`src/rtl/acc_seq_pkg.sv`:
```
package acc_seq_pkg;

  localparam int OPC_W = 4;

  localparam logic [OPC_W-1:0] OPC_NOP   = 4'h0;
  localparam logic [OPC_W-1:0] OPC_LOAD  = 4'h1;
  localparam logic [OPC_W-1:0] OPC_ADD   = 4'h2;
  localparam logic [OPC_W-1:0] OPC_STORE = 4'h3;
  localparam logic [OPC_W-1:0] OPC_RETI  = 4'h4;

  // three stacked items: slot 0/1/2
  localparam int STACK_ITEMS = 3;
  localparam int SLOT_W      = 2;

  typedef enum logic [4:0] {
    ST_F_MAR,   // address register <- PC
    ST_F_WAIT,  // memory read in flight
    ST_F_MDR,   // data register <- read word
    ST_F_PC,    // PC <- PC + 1
    ST_F_CIR,   // instruction register <- data register
    ST_DEC,     // decode, address register <- operand
    ST_X_WAIT,
    ST_X_MDR,
    ST_X_ACC,
    ST_X_SMDR,
    ST_X_SWR,
    ST_P_SET,   // address register <- SP, data register <- item
    ST_P_WR,    // write, SP - 1
    ST_VEC,     // PC <- vector, disable
    ST_R_SET,   // SP + 1, address register <- SP + 1
    ST_R_WAIT,
    ST_R_MDR,
    ST_R_LD
  } seq_state_e;

  typedef struct packed {
    logic neg;  // bit 1
    logic ovf;  // bit 0
  } acc_flags_t;

endpackage

```
`src/rtl/acc_seq_alu.sv`:
```
module acc_seq_alu
  import acc_seq_pkg::*;
#(
  parameter int DATA_W = 16
) (
  input  logic              do_add,
  input  logic [DATA_W-1:0] acc_in,
  input  logic [DATA_W-1:0] mem_in,
  output logic [DATA_W-1:0] result,
  output acc_flags_t        flags
);

  localparam int MSB = DATA_W - 1;

  logic [DATA_W-1:0] sum;

  always_comb begin
    sum       = acc_in + mem_in;
    result    = do_add ? sum : mem_in;
    flags.neg = result[MSB];
    flags.ovf = do_add && (acc_in[MSB] == mem_in[MSB]) && (sum[MSB] != acc_in[MSB]);
  end

endmodule

```
`src/rtl/acc_seq_ctrl.sv`:
```
module acc_seq_ctrl
  import acc_seq_pkg::*;
(
  input  logic              clk,
  input  logic              rst_n,
  input  logic [OPC_W-1:0]  opcode,
  input  logic              irq_pend,
  input  logic              irq_en,
  output seq_state_e        state,
  output logic [SLOT_W-1:0] slot
);

  localparam logic [SLOT_W-1:0] LAST_SLOT = SLOT_W'(STACK_ITEMS - 1);

  seq_state_e state_d;
  seq_state_e after_instr;
  seq_state_e after_return;
  logic [SLOT_W-1:0] slot_d;

  // interrupt sampling point: only once an instruction is complete
  always_comb begin
    after_instr  = (irq_pend && irq_en) ? ST_P_SET : ST_F_MAR;
    after_return = irq_pend ? ST_P_SET : ST_F_MAR;
  end

  always_comb begin
    state_d = state;
    slot_d  = slot;
    unique case (state)
      ST_F_MAR:  state_d = ST_F_WAIT;
      ST_F_WAIT: state_d = ST_F_MDR;
      ST_F_MDR:  state_d = ST_F_PC;
      ST_F_PC:   state_d = ST_F_CIR;
      ST_F_CIR:  state_d = ST_DEC;
      ST_DEC: begin
        if (opcode == OPC_LOAD || opcode == OPC_ADD) state_d = ST_X_WAIT;
        else if (opcode == OPC_STORE)                state_d = ST_X_SMDR;
        else if (opcode == OPC_RETI)                 state_d = ST_R_SET;
        else                                         state_d = after_instr;
      end
      ST_X_WAIT: state_d = ST_X_MDR;
      ST_X_MDR:  state_d = ST_X_ACC;
      ST_X_ACC:  state_d = after_instr;
      ST_X_SMDR: state_d = ST_X_SWR;
      ST_X_SWR:  state_d = after_instr;
      ST_P_SET:  state_d = ST_P_WR;
      ST_P_WR: begin
        if (slot == LAST_SLOT) begin
          state_d = ST_VEC;
          slot_d  = '0;
        end else begin
          state_d = ST_P_SET;
          slot_d  = slot + 1'b1;
        end
      end
      ST_VEC:    state_d = ST_F_MAR;
      ST_R_SET:  state_d = ST_R_WAIT;
      ST_R_WAIT: state_d = ST_R_MDR;
      ST_R_MDR:  state_d = ST_R_LD;
      ST_R_LD: begin
        if (slot == LAST_SLOT) begin
          state_d = after_return;
          slot_d  = '0;
        end else begin
          state_d = ST_R_SET;
          slot_d  = slot + 1'b1;
        end
      end
      default: state_d = ST_F_MAR;
    endcase
  end

  always_ff @(posedge clk) begin
    if (!rst_n) begin
      state <= ST_F_MAR;
      slot  <= '0;
    end else begin
      state <= state_d;
      slot  <= slot_d;
    end
  end

  // entry only begins right after an instruction's last state
  a_r7_entry_after_instr: assert property (@(posedge clk) disable iff (!rst_n)
    (state == ST_P_SET && slot == '0) |->
      ($past(state) == ST_X_ACC || $past(state) == ST_X_SWR ||
       $past(state) == ST_DEC   || $past(state) == ST_R_LD));

  // the vector is taken only after the third push
  a_r8_vector_after_pushes: assert property (@(posedge clk) disable iff (!rst_n)
    (state == ST_VEC) |-> ($past(state) == ST_P_WR && $past(slot) == LAST_SLOT));

endmodule

```
`src/rtl/acc_seq_dp.sv`:
```
module acc_seq_dp
  import acc_seq_pkg::*;
#(
  parameter int          ADDR_W   = 12,
  parameter logic [11:0] RESET_PC = 12'h000
) (
  input  logic                    clk,
  input  logic                    rst_n,
  input  seq_state_e              state,
  input  logic [SLOT_W-1:0]       slot,
  input  logic [ADDR_W+OPC_W-1:0] mem_rdata,
  input  logic [ADDR_W-1:0]       irq_vector,
  output logic [ADDR_W-1:0]       mem_addr,
  output logic [ADDR_W+OPC_W-1:0] mem_wdata,
  output logic                    mem_we,
  output logic                    irq_ack,
  output logic [OPC_W-1:0]        opcode,
  output logic                    irq_en
);

  localparam int DATA_W = ADDR_W + OPC_W;
  localparam logic [ADDR_W-1:0] STACK_TOP = '1;

  logic [ADDR_W-1:0] pc, mar, sp;
  logic [DATA_W-1:0] mdr, cir, acc;
  acc_flags_t        sr;

  logic [DATA_W-1:0] alu_res;
  acc_flags_t        alu_flags;
  logic [DATA_W-1:0] push_word;
  logic [ADDR_W-1:0] sp_up;

  acc_seq_alu #(.DATA_W(DATA_W)) u_alu (
    .do_add (cir[DATA_W-1 -: OPC_W] == OPC_ADD),
    .acc_in (acc),
    .mem_in (mdr),
    .result (alu_res),
    .flags  (alu_flags)
  );

  always_comb begin
    unique case (slot)
      2'd0:    push_word = DATA_W'(pc);
      2'd1:    push_word = acc;
      default: push_word = DATA_W'(sr);
    endcase
    sp_up = sp + 1'b1;
  end

  assign mem_addr  = mar;
  assign mem_wdata = mdr;
  assign mem_we    = (state == ST_X_SWR) || (state == ST_P_WR);
  assign irq_ack   = (state == ST_VEC);
  assign opcode    = cir[DATA_W-1 -: OPC_W];

  always_ff @(posedge clk) begin
    if (!rst_n) begin
      pc     <= RESET_PC[ADDR_W-1:0];
      mar    <= '0;
      mdr    <= '0;
      cir    <= '0;
      acc    <= '0;
      sr     <= '0;
      sp     <= STACK_TOP;
      irq_en <= 1'b1;
    end else begin
      unique case (state)
        ST_F_MAR:  mar <= pc;
        ST_F_MDR:  mdr <= mem_rdata;
        ST_F_PC:   pc  <= pc + 1'b1;
        ST_F_CIR:  cir <= mdr;
        ST_DEC:    mar <= cir[ADDR_W-1:0];
        ST_X_MDR:  mdr <= mem_rdata;
        ST_X_ACC: begin
          acc <= alu_res;
          sr  <= alu_flags;
        end
        ST_X_SMDR: mdr <= acc;
        ST_P_SET: begin
          mar <= sp;
          mdr <= push_word;
        end
        ST_P_WR:   sp <= sp - 1'b1;
        ST_VEC: begin
          pc     <= irq_vector;
          irq_en <= 1'b0;
        end
        ST_R_SET: begin
          sp  <= sp_up;
          mar <= sp_up;
        end
        ST_R_MDR:  mdr <= mem_rdata;
        ST_R_LD: begin
          unique case (slot)
            2'd0:    sr <= acc_flags_t'(mdr[1:0]);
            2'd1:    acc <= mdr;
            default: begin
              pc     <= mdr[ADDR_W-1:0];
              irq_en <= 1'b1;
            end
          endcase
        end
        default: ;
      endcase
    end
  end

  // the read during the fetch wait state uses the not-yet-incremented PC
  a_r1_fetch_addr_is_pc: assert property (@(posedge clk) disable iff (!rst_n)
    (state == ST_F_WAIT) |-> (mar == pc));

  // PC advances by exactly one in the increment state
  a_r1_pc_step: assert property (@(posedge clk) disable iff (!rst_n)
    (state == ST_F_PC) |=> (pc == $past(pc) + 1'b1));

  // the store write carries the accumulator on the write-data pins
  a_r5_store_carries_acc: assert property (@(posedge clk) disable iff (!rst_n)
    (state == ST_X_SWR) |-> (mem_wdata == acc && mem_we));

  // each push moves the stack pointer down by one
  a_r8_sp_down: assert property (@(posedge clk) disable iff (!rst_n)
    (state == ST_P_WR) |=> (sp == $past(sp) - 1'b1));

  // the vector is never taken while interrupts are disabled
  a_r7_enabled_at_entry: assert property (@(posedge clk) disable iff (!rst_n)
    (state == ST_VEC) |-> irq_en);

  // interrupts come back on once PC is popped
  a_r9_enable_restored: assert property (@(posedge clk) disable iff (!rst_n)
    (state == ST_R_LD && slot == 2'd2) |=> irq_en);

endmodule

```
`src/rtl/acc_seq_core.sv`:
```
module acc_seq_core
  import acc_seq_pkg::*;
#(
  parameter int          ADDR_W   = 12,
  parameter logic [11:0] RESET_PC = 12'h000
) (
  input  logic                    clk,
  input  logic                    rst_n,
  output logic [ADDR_W-1:0]       mem_addr,
  output logic [ADDR_W+OPC_W-1:0] mem_wdata,
  output logic                    mem_we,
  input  logic [ADDR_W+OPC_W-1:0] mem_rdata,
  input  logic                    irq_pend,
  input  logic [ADDR_W-1:0]       irq_vector,
  output logic                    irq_ack
);

  seq_state_e        state;
  logic [SLOT_W-1:0] slot;
  logic [OPC_W-1:0]  opcode;
  logic              irq_en;

  acc_seq_ctrl u_ctrl (
    .clk      (clk),
    .rst_n    (rst_n),
    .opcode   (opcode),
    .irq_pend (irq_pend),
    .irq_en   (irq_en),
    .state    (state),
    .slot     (slot)
  );

  acc_seq_dp #(.ADDR_W(ADDR_W), .RESET_PC(RESET_PC)) u_dp (
    .clk        (clk),
    .rst_n      (rst_n),
    .state      (state),
    .slot       (slot),
    .mem_rdata  (mem_rdata),
    .irq_vector (irq_vector),
    .mem_addr   (mem_addr),
    .mem_wdata  (mem_wdata),
    .mem_we     (mem_we),
    .irq_ack    (irq_ack),
    .opcode     (opcode),
    .irq_en     (irq_en)
  );

  // a write strobe never lasts two cycles
  a_r5_single_write: assert property (@(posedge clk) disable iff (!rst_n)
    (mem_we && state == ST_X_SWR) |=> !mem_we);

endmodule

```
`config.mk`:
```
export PLATFORM = sky130hd
export DESIGN_NAME = acc_seq_core
export DESIGN_NICKNAME = d
export VERILOG_FILES = /design/src/rtl/acc_seq_pkg.sv /design/src/rtl/acc_seq_alu.sv /design/src/rtl/acc_seq_ctrl.sv /design/src/rtl/acc_seq_dp.sv /design/src/rtl/acc_seq_core.sv
export SDC_FILE = /design/constraint.sdc
export NUM_CORES = 1
export LEC_CHECK = 0
export ABC_AREA = 1
export BUFFER_PORTS_ARGS = -buffer_cell sky130_fd_sc_hd__buf_4
export CAP_MARGIN = 15
export CORE_MARGIN = 2
export CORE_UTILIZATION = 54
export DETAILED_ROUTE_END_ITERATION = 12
export PLACE_DENSITY = 0.77
export SLEW_MARGIN = 40
export SYNTH_ARGS = -nofsm -noshare
export SYNTH_HDL_FRONTEND = slang
export SYNTH_SLANG_ARGS = --single-unit
```
`constraint.sdc`:
```
create_clock -name clk -period 1.8 [get_ports clk]
set_input_delay 0.36 -clock clk [delete_from_list [all_inputs] [get_ports clk]]
set_output_delay 0.36 -clock clk [all_outputs]
set_load 0.01 [all_outputs]
```
Yosys cells after proc, flatten, opt, wreduce, memory -nomap -nowiden --
Index checks and enable logic that the tools add are counted.
Storage, ports and cells: bits in registers 94, logic and storage cells 87, bits of input ports 31, output and inout port bits 30
Operators by class: $add $sub $neg 5, reduce and logical (&&, ||, !) cells 21, muxes and demuxes 22, eq/ne operators 28
Operators with widths (number):
- $pmux W5 S16 | 1
- $pmux W16 S2 | 2
- $pmux W12 S4 | 1
- $pmux W16 S3 | 1
- $eq A5 B4 Y1 const B | 8
- $pmux W12 S3 | 1
- $mux W16 | 2
- $add A12 B1 Y12 const B | 2
- $pmux W12 S2 | 1
- $eq A5 B3 Y1 const B | 4
- $mux W5 | 4
- $add A16 B16 Y16 | 1
- $mux W12 | 1
- $sub A12 B1 Y12 const B | 1
- $eq A5 B2 Y1 const B | 2
- $eq A5 B5 Y1 const B | 2
- $eq A4 B2 Y1 const B | 2
- $mux W4 | 2
- $reduce_and A2 Y1 | 4
- $reduce_bool A2 Y1 | 3
- $reduce_bool A3 Y1 | 2
- $reduce_or A2 Y1 | 3
- $eq A5 B1 Y1 const B | 1
- $logic_not A5 Y1 | 1
- other kinds (19) | 24

Longest topological paths before layout --
Gate-level depths: netlist (run 1).
word-level depth 6, depth in mapped cells 11, mapped depth without buffers 11

Modules after synthesis --
A second synthesis (run 1) with hierarchy kept.
Second synthesis, totals: cells, all modules 1129, area total of the unflattened synthesis 6718.9 um^2
By module, submodules not included:
- acc_seq_dp | cells each 793, times used 1, sequential area each 1741.7 um^2, area an instance 4987.3 um^2
- acc_seq_alu | cells each 228, times used 1, sequential area each 0.0 um^2, area an instance 1164.9 um^2
- acc_seq_ctrl | cells each 108, times used 1, sequential area each 140.1 um^2, area an instance 566.8 um^2

Worst setup path before layout (run 1) --
No wires, ideal clock.
path kind flip-flop to flip-flop, from reg u_dp.mdr[0] (netlist: u_dp.mem_wdata[0]), to reg u_dp.acc[10], stages on the path, launching flop included 10, slack -0.012 ns, period minus slack after synthesis 1.812 ns, arrival 1.692 ns, data required time 1.681 ns, buffers on the path 0, library setup time 0.119 ns, cells stage by stage dfxtp_1 > ha_1 > fa_1 > nand2_1 > nand3_1 > nand2_1 > nand2_1 > or2_2 > nand3_1 > a21oi_1
Between the ends: word-level cells in the longest chain between the ends 3
RTL lines:
- from (decl) | RTL line acc_seq_dp.sv:25 | logic [DATA_W-1:0] mdr, cir, acc;
- from (signal assigned) | RTL line acc_seq_dp.sv:69 | ST_F_MDR: mdr <= mem_rdata;
- from (signal assigned) | RTL line acc_seq_dp.sv:73 | ST_X_MDR: mdr <= mem_rdata;
- from (signal assigned) | RTL line acc_seq_dp.sv:81 | mdr <= push_word;
- $add A16 B16 Y16 | RTL line acc_seq_alu.sv:18 | sum = acc_in + mem_in;
- $mux W16 | RTL line acc_seq_alu.sv:19 | result = do_add ? sum : mem_in;
- $pmux W16 S2 | RTL line acc_seq_dp.sv:67 | unique case (state)
- to (signal assigned) | RTL line acc_seq_dp.sv:75 | acc <= alu_res;
- to (signal assigned) | RTL line acc_seq_dp.sv:96 | 2'd1: acc <= mdr;
- to (decl) | RTL line acc_seq_dp.sv:25
No other way between the ends. A chain may end at the register's enable or synchronous reset.

Worst setup path after layout (run 1) --
from reg u_ctrl.state[0], to out mem_we
Between the ends: word-level cells in the longest chain between the ends 2, elaborated cells between the ends (all ways) 3, those cells by class eq/ne: 2; reduce/logical: 1
RTL lines:
- from (decl) | RTL line acc_seq_ctrl.sv:9 | output seq_state_e state,
- from (signal assigned) | RTL line acc_seq_ctrl.sv:78 | state <= state_d;
- $eq A5 B4 Y1 | RTL line acc_seq_dp.sv:52 | assign mem_we = (state == ST_X_SWR) || (state == ST_P_WR);
- $logic_or A1 B1 Y1 * | RTL line acc_seq_dp.sv:52
- to (decl) | RTL line acc_seq_core.sv:11 | output logic mem_we,
Every way passes the cells marked *; elsewhere a longest branch is shown, timed or not.

==> qor.log, run 1 <==
qor: status.status finished, final reports clean
qor: die.fp.coreArea 0.0110 mm²
qor: pwr.fin_total_pwr 0.00508 W
qor: logic_synthesis.netlist.area_leader.share 30.6%
qor: sta.setup_viol 0
qor: sta.whs 0.278 ns
qor: sta.fin_skew 0.00516 ns
qor: sta.normalized_max_slew_margin 54.6%
qor: logic_synthesis.ys_seq_elements 94
qor: sta.fin_crit 1.75 ns
qor: worst_setup_path.cp_max_fo 5
qor: clock_tree.cts.hold.buffers_added 0
qor: layout.fraction_of_final_layout_cells_with_drive_strength_greater_than_1 18.7%
qor: logic_synthesis.synth_largest_area_cell dfxtp_1
qor: layout.nets 1117
qor: die.initial_core_utilization 56.0%
qor: logic_synthesis.seq_area_frac_synth 30.6%
qor: die.dieArea 0.0123 mm²
qor: logic_synthesis.synth.lib_cells_used.distinct 47
qor: global_routing.globalRouteOverflowTotal 0
qor: run.cap_violations 0
qor: die.design.portCount 61
qor: logic_synthesis.synth_async_sr_flop_share 0%
qor: placed_design.post-dp-hpwl 14.4 mm
qor: min_path.worstHoldPathType in -> reg
qor: worst_setup_path.end_kind output port
qor: clock_tree.tritoncts yes
qor: sta.drv_slew 0
qor: clock_tree.ctsRootBufferMaster clkbuf_16
qor: worst_setup_path.critPathRequiredTime 1.44 ns
qor: clock_tree.buffers_from_clock_root_to_sink_at_most 2
qor: die.chipHeight 111 µm
qor: sta.post_route_fraction_of_the_period_consumed_by_the_critical_path 97.0%
qor: sta.max_freq 0.573 GHz
qor: detailed_routing.wl_per_cell 15.7 µm
qor: sta.final_hold_viol_count 0
qor: detailed_routing.routed_via_density 5.62
qor: clock_tree.cts_inserted_buffers 9
qor: worst_setup_path.crit_path_start_kind flip-flop
qor: logic_synthesis.syn-instance-count 967
qor: pwr.leakage 3.50 nW
qor: logic_synthesis.synth.most_common_cell nand2_1
qor: pwr.vdd_ir_drop_max 0.000582 V
qor: detailed_routing.drcViolationCount 0
qor: clock_tree.clk_transition_reported_paths 0.06 ns
qor: global_routing.grt_antenna_before_repair 0
qor: sta.worst_pin_slew 0.681 ns
qor: detailed_routing.vias 6807
qor: logic_synthesis.synth_area_per_cell 6.37 µm²
qor: logic_synthesis.post_synth_instance_area 0.00616 mm²
qor: global_routing.largest_net_degree_at_the_start_of_global_routing 71
qor: global_routing.grt_pass1_wl 30.8 mm
qor: detailed_routing.detailedRoute.firstIterationViolations 586
qor: placed_design.port_buffers 60
qor: die.die_width 111 µm
qor: global_routing.grt_pass1_vias 6177
qor: worst_setup_path.arrival 1.39 ns
qor: placed_design.gp_congestion 0.958
qor: worst_setup_path.critical_path_class reg -> out
qor: logic_synthesis.syn_warnings 0
qor: pwr.cellPowerDensity 670 mW/mm²
qor: layout.antenna_cells_inserted 0
qor: logic_synthesis.post_synthesis_net_count 1017
qor: die.floorplan.rows 38
qor: logic_synthesis.netlist_top_cells_count nand2_1 (236), inv_1 (119), o21ai_0 (101)
qor: logic_synthesis.synth_ff_type dfxtp_1
qor: clock_tree.clock_tree.htree_level_count 3
qor: clock_tree.insertion_delay_to_the_later_sink_of_the_worst_skew_pair 0.35 ns
qor: global_routing.grt_usage 30.8%
qor: detailed_routing.drtAntennaViolNets 0
qor: detailed_routing.detailed_routing_iterations_pass_1 5
qor: clock_tree.cts_sinks 94
qor: detailed_routing.wl 19.0 mm
qor: logic_synthesis.synth_enable_flop_cells 0
qor: layout.flow.area_growth_from_synthesis 23.2%
qor: logic_synthesis.netlist_top_cells_area dfxtp_1 (31%), nand2_1 (14%), o21ai_0 (8.2%)
qor: sta.rsz_0062_raised_after_global_routing true
-- layout make-up --
type	count	area [µm²]
repair buffers	120	967
multi-input cells	711	3770
flip-flops and latches	94	1890
fillers	1006	3400
inverters	131	498
clock inverters	1	30.0
well taps	140	175
clock buffers	14	254
-- routing by layer --
metal | wire length (µm) | share of wire (%) | up-vias | global-route usage, %
li1 | - | - | 3404 | -
met1 | 8280 | 43 | 3124 | 38.8
met2 | 9080 | 48 | 240 | 51.8
met3 | 1100 | 5.8 | 39 | 5.74
met4 | 584 | 3.1 | 0 | 12.5
met5 | 0 | 0 | - | 0
-- logic make-up (layout without fill, tap and decap cells) --
kind of cell    after synthesis  count (layout)  share of synthesized area [%]
compound gates              259             259                           23.1
xor+xnor                      6               6                          0.854
fa+ha+maj                    19              19                           3.98
buf+inv                     162             266                           10.8
flops                        94              94                           30.6
simple gates                427             427                           30.6
-- registers in the layout, indices dropped and copies added, names as in the netlist --
name            cells
u_dp.cir           16
u_dp.pc            12
u_dp.sr             2
u_ctrl.slot         2
u_dp.irq_en         1
u_ctrl.state        5
u_dp.mem_wdata     16
u_dp.acc           16
u_dp.mem_addr      12
u_dp.sp            12
-- critical path: stages (launching register included) --
cell and delay, ns:
dfxtp_2 0.36, nor2_4 0.14, inv_2 0.09, nor2_2 0.13, inv_1 0.08, o21ai_1 0.09, buf_4 0.14
-- metrics by stage --
step,std cells,setup TNS [ns],setup WS [ns],instance area [µm²],utilization (%)
5_1_grt,1211,-0.0131,-0.0103,7580,69.0
3_3_place_gp,1191,0,0.00864,7080,64.4
6_report,1211,0,0.0536,7580,69.0
2_1_floorplan,967,0,0.0499,6160,-
4_1_cts,1208,0,0.00395,7400,67.4
3_5_place_dp,1191,0,0.00938,7080,64.4
-- cell usage in the layout (no fill, tap or decap), types with 6 or more instances in the layout --
cell / count
nand2_1: 234
inv_1: 119
buf_4: 114
o21ai_0: 98
a21oi_1: 92
dfxtp_1: 86
nor2_1: 75
nand3_1: 52
nor3_1: 17
o21ai_1: 15
a31oi_1: 13
o22ai_1: 11
nor2_4: 9
inv_2: 9
ha_1: 9
clkbuf_16: 9
dfxtp_2: 8
nand2_2: 7
nor2_2: 7
ha_4: 7
nand4_1: 6
o211ai_1: 6
-- what timing repair did --
item	CTS	global route
endpoints found under the setup margin	3	39
pin swaps	2	3
setup buffers	2	3
gates resized for setup	9	35
-- final timing paths --
path,to,startpoint,depth (start not counted),slack (ns)
setup / recovery,mem_we,u_ctrl.state[0],6,0.05
hold / removal,u_dp.pc[3],irq_vector[3],3,0.28
setup reg to reg,u_dp.acc[10],u_dp.mem_wdata[0],9,0.09
hold reg to reg,u_dp.cir[7],u_dp.cir[7],2,0.46
-- power breakdown --
part,internal [W],total [W],switching [W]
combinational,0.000382,0.000917,0.000534
clock,0.00111,0.00191,0.000796
sequential,0.00217,0.00226,0.0000843
total,0.00366,0.00508,0.00142
Note: power is estimated with default switching activity, not from simulation.
==> run 2, diff against run 1 <==
--- a/config.mk
+++ b/config.mk
@@ -9,10 +9,11 @@
 export BUFFER_PORTS_ARGS = -buffer_cell sky130_fd_sc_hd__buf_4
 export CAP_MARGIN = 15
 export CORE_MARGIN = 2
-export CORE_UTILIZATION = 54
+export CORE_UTILIZATION = 55
 export DETAILED_ROUTE_END_ITERATION = 12
-export PLACE_DENSITY = 0.77
+export PLACE_DENSITY = 0.78
 export SLEW_MARGIN = 40
 export SYNTH_ARGS = -nofsm -noshare
 export SYNTH_HDL_FRONTEND = slang
+export SYNTH_HIERARCHICAL = 1
 export SYNTH_SLANG_ARGS = --single-unit
==> constraint.sdc (replaced) <==
create_clock -name clk -period 1.8 [get_ports clk]
set_input_delay 0.36 -clock clk [delete_from_list [all_inputs] [get_ports clk]]
set_output_delay 0.36 -clock clk [all_outputs]
set_load 0.005 [all_outputs]
==> run 2 against run 1 <==
The run now ends with negative setup slack left; flip-flop and latch count did not move; non-clock buffer count increased by 15; via count grew 16%.
==> qor.log, run 2 <==
qor: placed_design.gp_congestion 0.984 [was 0.958]
qor: placed_design.postPlaceCellArea 0.00769 mm² [was 0.00708 mm²]
qor: pwr.power.share.clock 36.7% [was 37.5%]
qor: sta.final_hold_viol_count 0 [unchanged]
qor: detailed_routing.wl_per_cell 15.5 µm [was 15.7 µm]
qor: detailed_routing.drcViolationCount 0 [unchanged]
qor: clock_tree.ctsRootBufferMaster clkbuf_16 [unchanged]
qor: detailed_routing.drtAntennaViolNets 0 [unchanged]
qor: sta.rsz_0062_raised_after_global_routing true [unchanged]
qor: worst_setup_path.biggest_cell_delay_along_the_critical_path 0.36 ns [about the same]
qor: die.die_width 115 µm [was 111 µm]
qor: layout.sequential_cell_area 0.00190 mm² [was 0.00189 mm²]
qor: layout.fraction_of_final_layout_cells_with_drive_strength_greater_than_1 20.5% [was 18.7%]
qor: sta.fin_crit 1.87 ns [was 1.75 ns]
qor: layout.nets 1282 [was 1117]
qor: logic_synthesis.synth_largest_area_cell dfxtp_1 [unchanged]
qor: pwr.vdd_ir_drop_max 0.000715 V [was 0.000582 V]
qor: status.status finished with violations [was finished, final reports clean]
qor: pwr.power.switching_fraction 29.6% [was 27.9%]
qor: placed_design.post-dp-hpwl 16.0 mm [was 14.4 mm]
qor: die.chipHeight 115 µm [was 111 µm]
qor: logic_synthesis.synth_async_sr_flop_share 0% [unchanged]
qor: clock_tree.cts.hold.buffers_added 0 [unchanged]
qor: global_routing.grt_antenna_before_repair 0 [unchanged]
qor: sta.totalNegativeSetupSlack -0.161 ns [was 0 ns]
qor: sta.setup_viol 3 [was 0]
qor: pwr.internal_power 0.00378 W [was 0.00366 W]
qor: pwr.cellPowerDensity 646 mW/mm² [was 670 mW/mm²]
qor: sta.max_freq 0.534 GHz [was 0.573 GHz]
qor: layout.flow.area_growth_from_synthesis 23.5% [was 23.2%]
qor: clock_tree.clock_tree.htree_level_count 3 [unchanged]
qor: logic_synthesis.ys_seq_elements 94 [unchanged]
qor: die.initial_core_utilization 56.2% [was 56.0%]
qor: logic_synthesis.post_synth_instance_area 0.00672 mm² [was 0.00616 mm²]
qor: layout.final.fill_count 1069 [was 1006]
qor: logic_synthesis.synth_area_per_cell 5.95 µm² [was 6.37 µm²]
qor: layout.most_frequent_standard_cell_in_the_layout_excluding_fill_and_tap_cells nand2_1 [unchanged]
qor: layout.antenna_cells_inserted 0 [unchanged]
qor: min_path.worstHoldPathType in -> reg [unchanged]
qor: global_routing.grt_pass1_wl 34.1 mm [was 30.8 mm]
qor: logic_synthesis.synth_enable_flop_cells 0 [unchanged]
qor: logic_synthesis.synth_ff_type dfxtp_1 [unchanged]
qor: logic_synthesis.syn-instance-count 1129 [was 967]
qor: sta.post_route_fraction_of_the_period_consumed_by_the_critical_path 104% [was 97.0%]
qor: sta.drv_slew 0 [unchanged]
qor: logic_synthesis.post_synthesis_net_count 1179 [was 1017]
qor: detailed_routing.routed_via_density 5.71 [was 5.62]
qor: status.violations negative setup slack
qor: detailed_routing.detailedRoute.firstIterationViolations 864 [was 586]
qor: pwr.share_comb_of_total_power 20.4% [was 18.1%]
qor: sta.final.setup.worst_slack -0.0713 ns [was 0.0536 ns]
qor: sta.worst_pin_slew 0.502 ns [was 0.681 ns]
qor: worst_setup_path.end_kind flip-flop [was output port]
qor: detailed_routing.wl 21.4 mm [was 19.0 mm]
qor: worst_setup_path.critical_path_class reg -> reg [was reg -> out]
qor: placed_design.dp_cells 1364 [was 1191]
qor: worst_setup_path.arrival 2.15 ns [was 1.39 ns]
qor: logic_synthesis.seq_area_frac_synth 28.0% [was 30.6%]
qor: logic_synthesis.netlist_top_cells_count nand2_1 (315), nor2_1 (150), inv_1 (113) [was nand2_1 (236), inv_1 (119), o21ai_0 (101)]
qor: clock_tree.buffers_from_clock_root_to_sink_at_most 2 [unchanged]
qor: die.design.portCount 61 [unchanged]
qor: layout.multi_input_comb_area 0.00438 mm² [was 0.00377 mm²]
qor: clock_tree.cts_inserted_buffers 9 [unchanged]
qor: run.cap_violations 0 [unchanged]
qor: worst_setup_path.critical-path-top-cell-by-count nand2_2
qor: global_routing.grt_pass1_vias 6925 [was 6177]
qor: clock_tree.cts_sinks 94 [unchanged]
qor: sta.normalized_max_slew_margin 66.5% [was 54.6%]
qor: logic_synthesis.synth.most_common_cell nand2_1 [unchanged]
qor: pwr.share_seq_of_total_power 42.9% [was 44.4%]
qor: min_path.holdPathStages 3 [unchanged]
qor: worst_setup_path.path_cells ha_4, fa_2, nand2_2, nand2_2, nand3_2, nand2_2, buf_6, nand2_2, nand2_2, nand2_1, nand3_1, nand2_1, nand2_1, a31oi_1 [was nor2_4, inv_2, nor2_2, inv_1, o21ai_1, buf_4]
qor: pwr.leakage 3.94 nW [was 3.50 nW]
qor: worst_setup_path.crit_path_start_kind flip-flop [unchanged]
qor: global_routing.grt_usage 32.7% [was 30.8%]
qor: die.floorplan.rows 40 [was 38]
qor: clock_tree.tritoncts yes [unchanged]
qor: die.dieArea 0.0131 mm² [was 0.0123 mm²]
qor: die.fp.coreArea 0.0120 mm² [was 0.0110 mm²]
qor: detailed_routing.vias 7909 [was 6807]
qor: placed_design.port_buffers 60 [unchanged]
qor: logic_synthesis.synth.lib_cells_used.distinct 44 [was 47]
qor: sta.fin_skew 0.00616 ns [was 0.00516 ns]
qor: logic_synthesis.netlist_top_cells_area dfxtp_1 (28%), nand2_1 (18%), nor2_1 (8.4%) [was dfxtp_1 (31%), nand2_1 (14%), o21ai_0 (8.2%)]
qor: global_routing.largest_net_degree_at_the_start_of_global_routing 70 [was 71]
qor: worst_setup_path.cp_max_fo 3 [was 5]
qor: logic_synthesis.netlist.area_leader.share 28.0% [was 30.6%]
qor: detailed_routing.detailed_routing_iterations_pass_1 5 [unchanged]
qor: worst_setup_path.r2r_cells 14 [was 9]
qor: clock_tree.insertion_delay_to_the_later_sink_of_the_worst_skew_pair 0.35 ns [about the same]
qor: layout.design_area 0.00830 mm² [was 0.00758 mm²]
qor: clock_tree.clk_transition_reported_paths 0.07 ns [was 0.06 ns]
qor: global_routing.globalRouteOverflowTotal 0 [unchanged]
qor: layout.final_cell_count_without_fillers 1384 [was 1211]
qor: pwr.switching_power 0.00159 W [was 0.00142 W]
qor: logic_synthesis.syn_warnings 6 [was 0]
qor: worst_setup_path.crit_slowest_cell fa_2 [was dfxtp_2]
qor: worst_setup_path.critPathRequiredTime 2.08 ns [was 1.44 ns]
qor: layout.layout_common_cells nand2_1 (305), nor2_1 (144), buf_4 (129) [was nand2_1 (234), inv_1 (119), buf_4 (114)]
-- run 2: per-stage QoR --
stage | util, % | worst slack (ns) | total power, W | hold WS [ns]
after detailed placement | 64.3 | -0.0608 | 0.00335 | 0.458
after global routing | 69.4 | -0.158 | 0.00557 | 0.305
after CTS | 67.5 | -0.0442 | 0.00531 | 0.262
after global placement | 64.3 | -0.0348 | 0.00334 | 0.452
final | 69.4 | -0.0713 | 0.00536 | 0.262
after floorplan | - | 0.00529 | 0.00290 | 0.430
-- run 2: layout make-up --
| class | count | area share, % |
|---|---|---|
| Clock inverter | 6 | 0.739 |
| Sequential cell | 94 | 22.9 |
| Multi-Input combinational cell | 867 | 52.8 |
| Inverter | 125 | 5.68 |
| Tap cell | 147 | 2.22 |
| Timing Repair Buffer | 135 | 12.8 |
| Clock buffer | 10 | 2.88 |
-- run 2: power by group through the flow --
stage               clock network, W  registers, W  logic (W)
finish                       0.00197       0.00230    0.00109
detailed placement                 0       0.00233    0.00102
CTS                          0.00198       0.00229    0.00104
global placement                   0       0.00233    0.00101
floorplan                          0       0.00233   0.000567
global route                 0.00206       0.00231    0.00119
-- run 2: final timing paths --
check | startpoint | end | slack [ns]
min reg2reg | u_dp/cir[4] | u_dp/cir[4] | 0.47
max reg2reg | u_dp/mem_wdata[0] | u_dp/acc[14] | -0.07
max | u_dp/mem_wdata[0] | u_dp/acc[14] | -0.07
min | rst_n | u_ctrl/state[2] | 0.26
-- run 2: cell families after synthesis --
group,after synthesis,synth area share [%]
AND/OR/NAND/NOR,623,39.9
AO/OA/AOI/OAI,220,17.1
buffers and inverters,168,10.7
flip-flops,94,28.0
adder cells (fa/ha/maj),19,3.65
XOR/XNOR,5,0.652
-- run 2: worst max-delay path, delay by kind of cell, from the launching register on --
kind | cells | cell delay [ns]
AO/OA/AOI/OAI | 1 | 0.17
flip-flops | 1 | 0.34
adder cells (fa/ha/maj) | 2 | 0.53
AND/OR/NAND/NOR | 10 | 0.65
buffers and inverters | 1 | 0.12
-- run 2: per-layer routing --
layer	part of all wire (%)	global-route usage (%)	wire, µm	up-vias
met3	8.5	5.72	1830	33
met2	45	51.4	9650	364
met5	0	0	0	-
li1	-	-	-	3866
met1	45	46.5	9640	3646
met4	1.4	8.13	308	0
-- run 2: timing repair --
item | in CTS | in global routing
pin swaps | 9 | 9
buffers inserted | 0 | 4
endpoints found under the setup margin | 8 | 33
resized for setup | 21 | 47
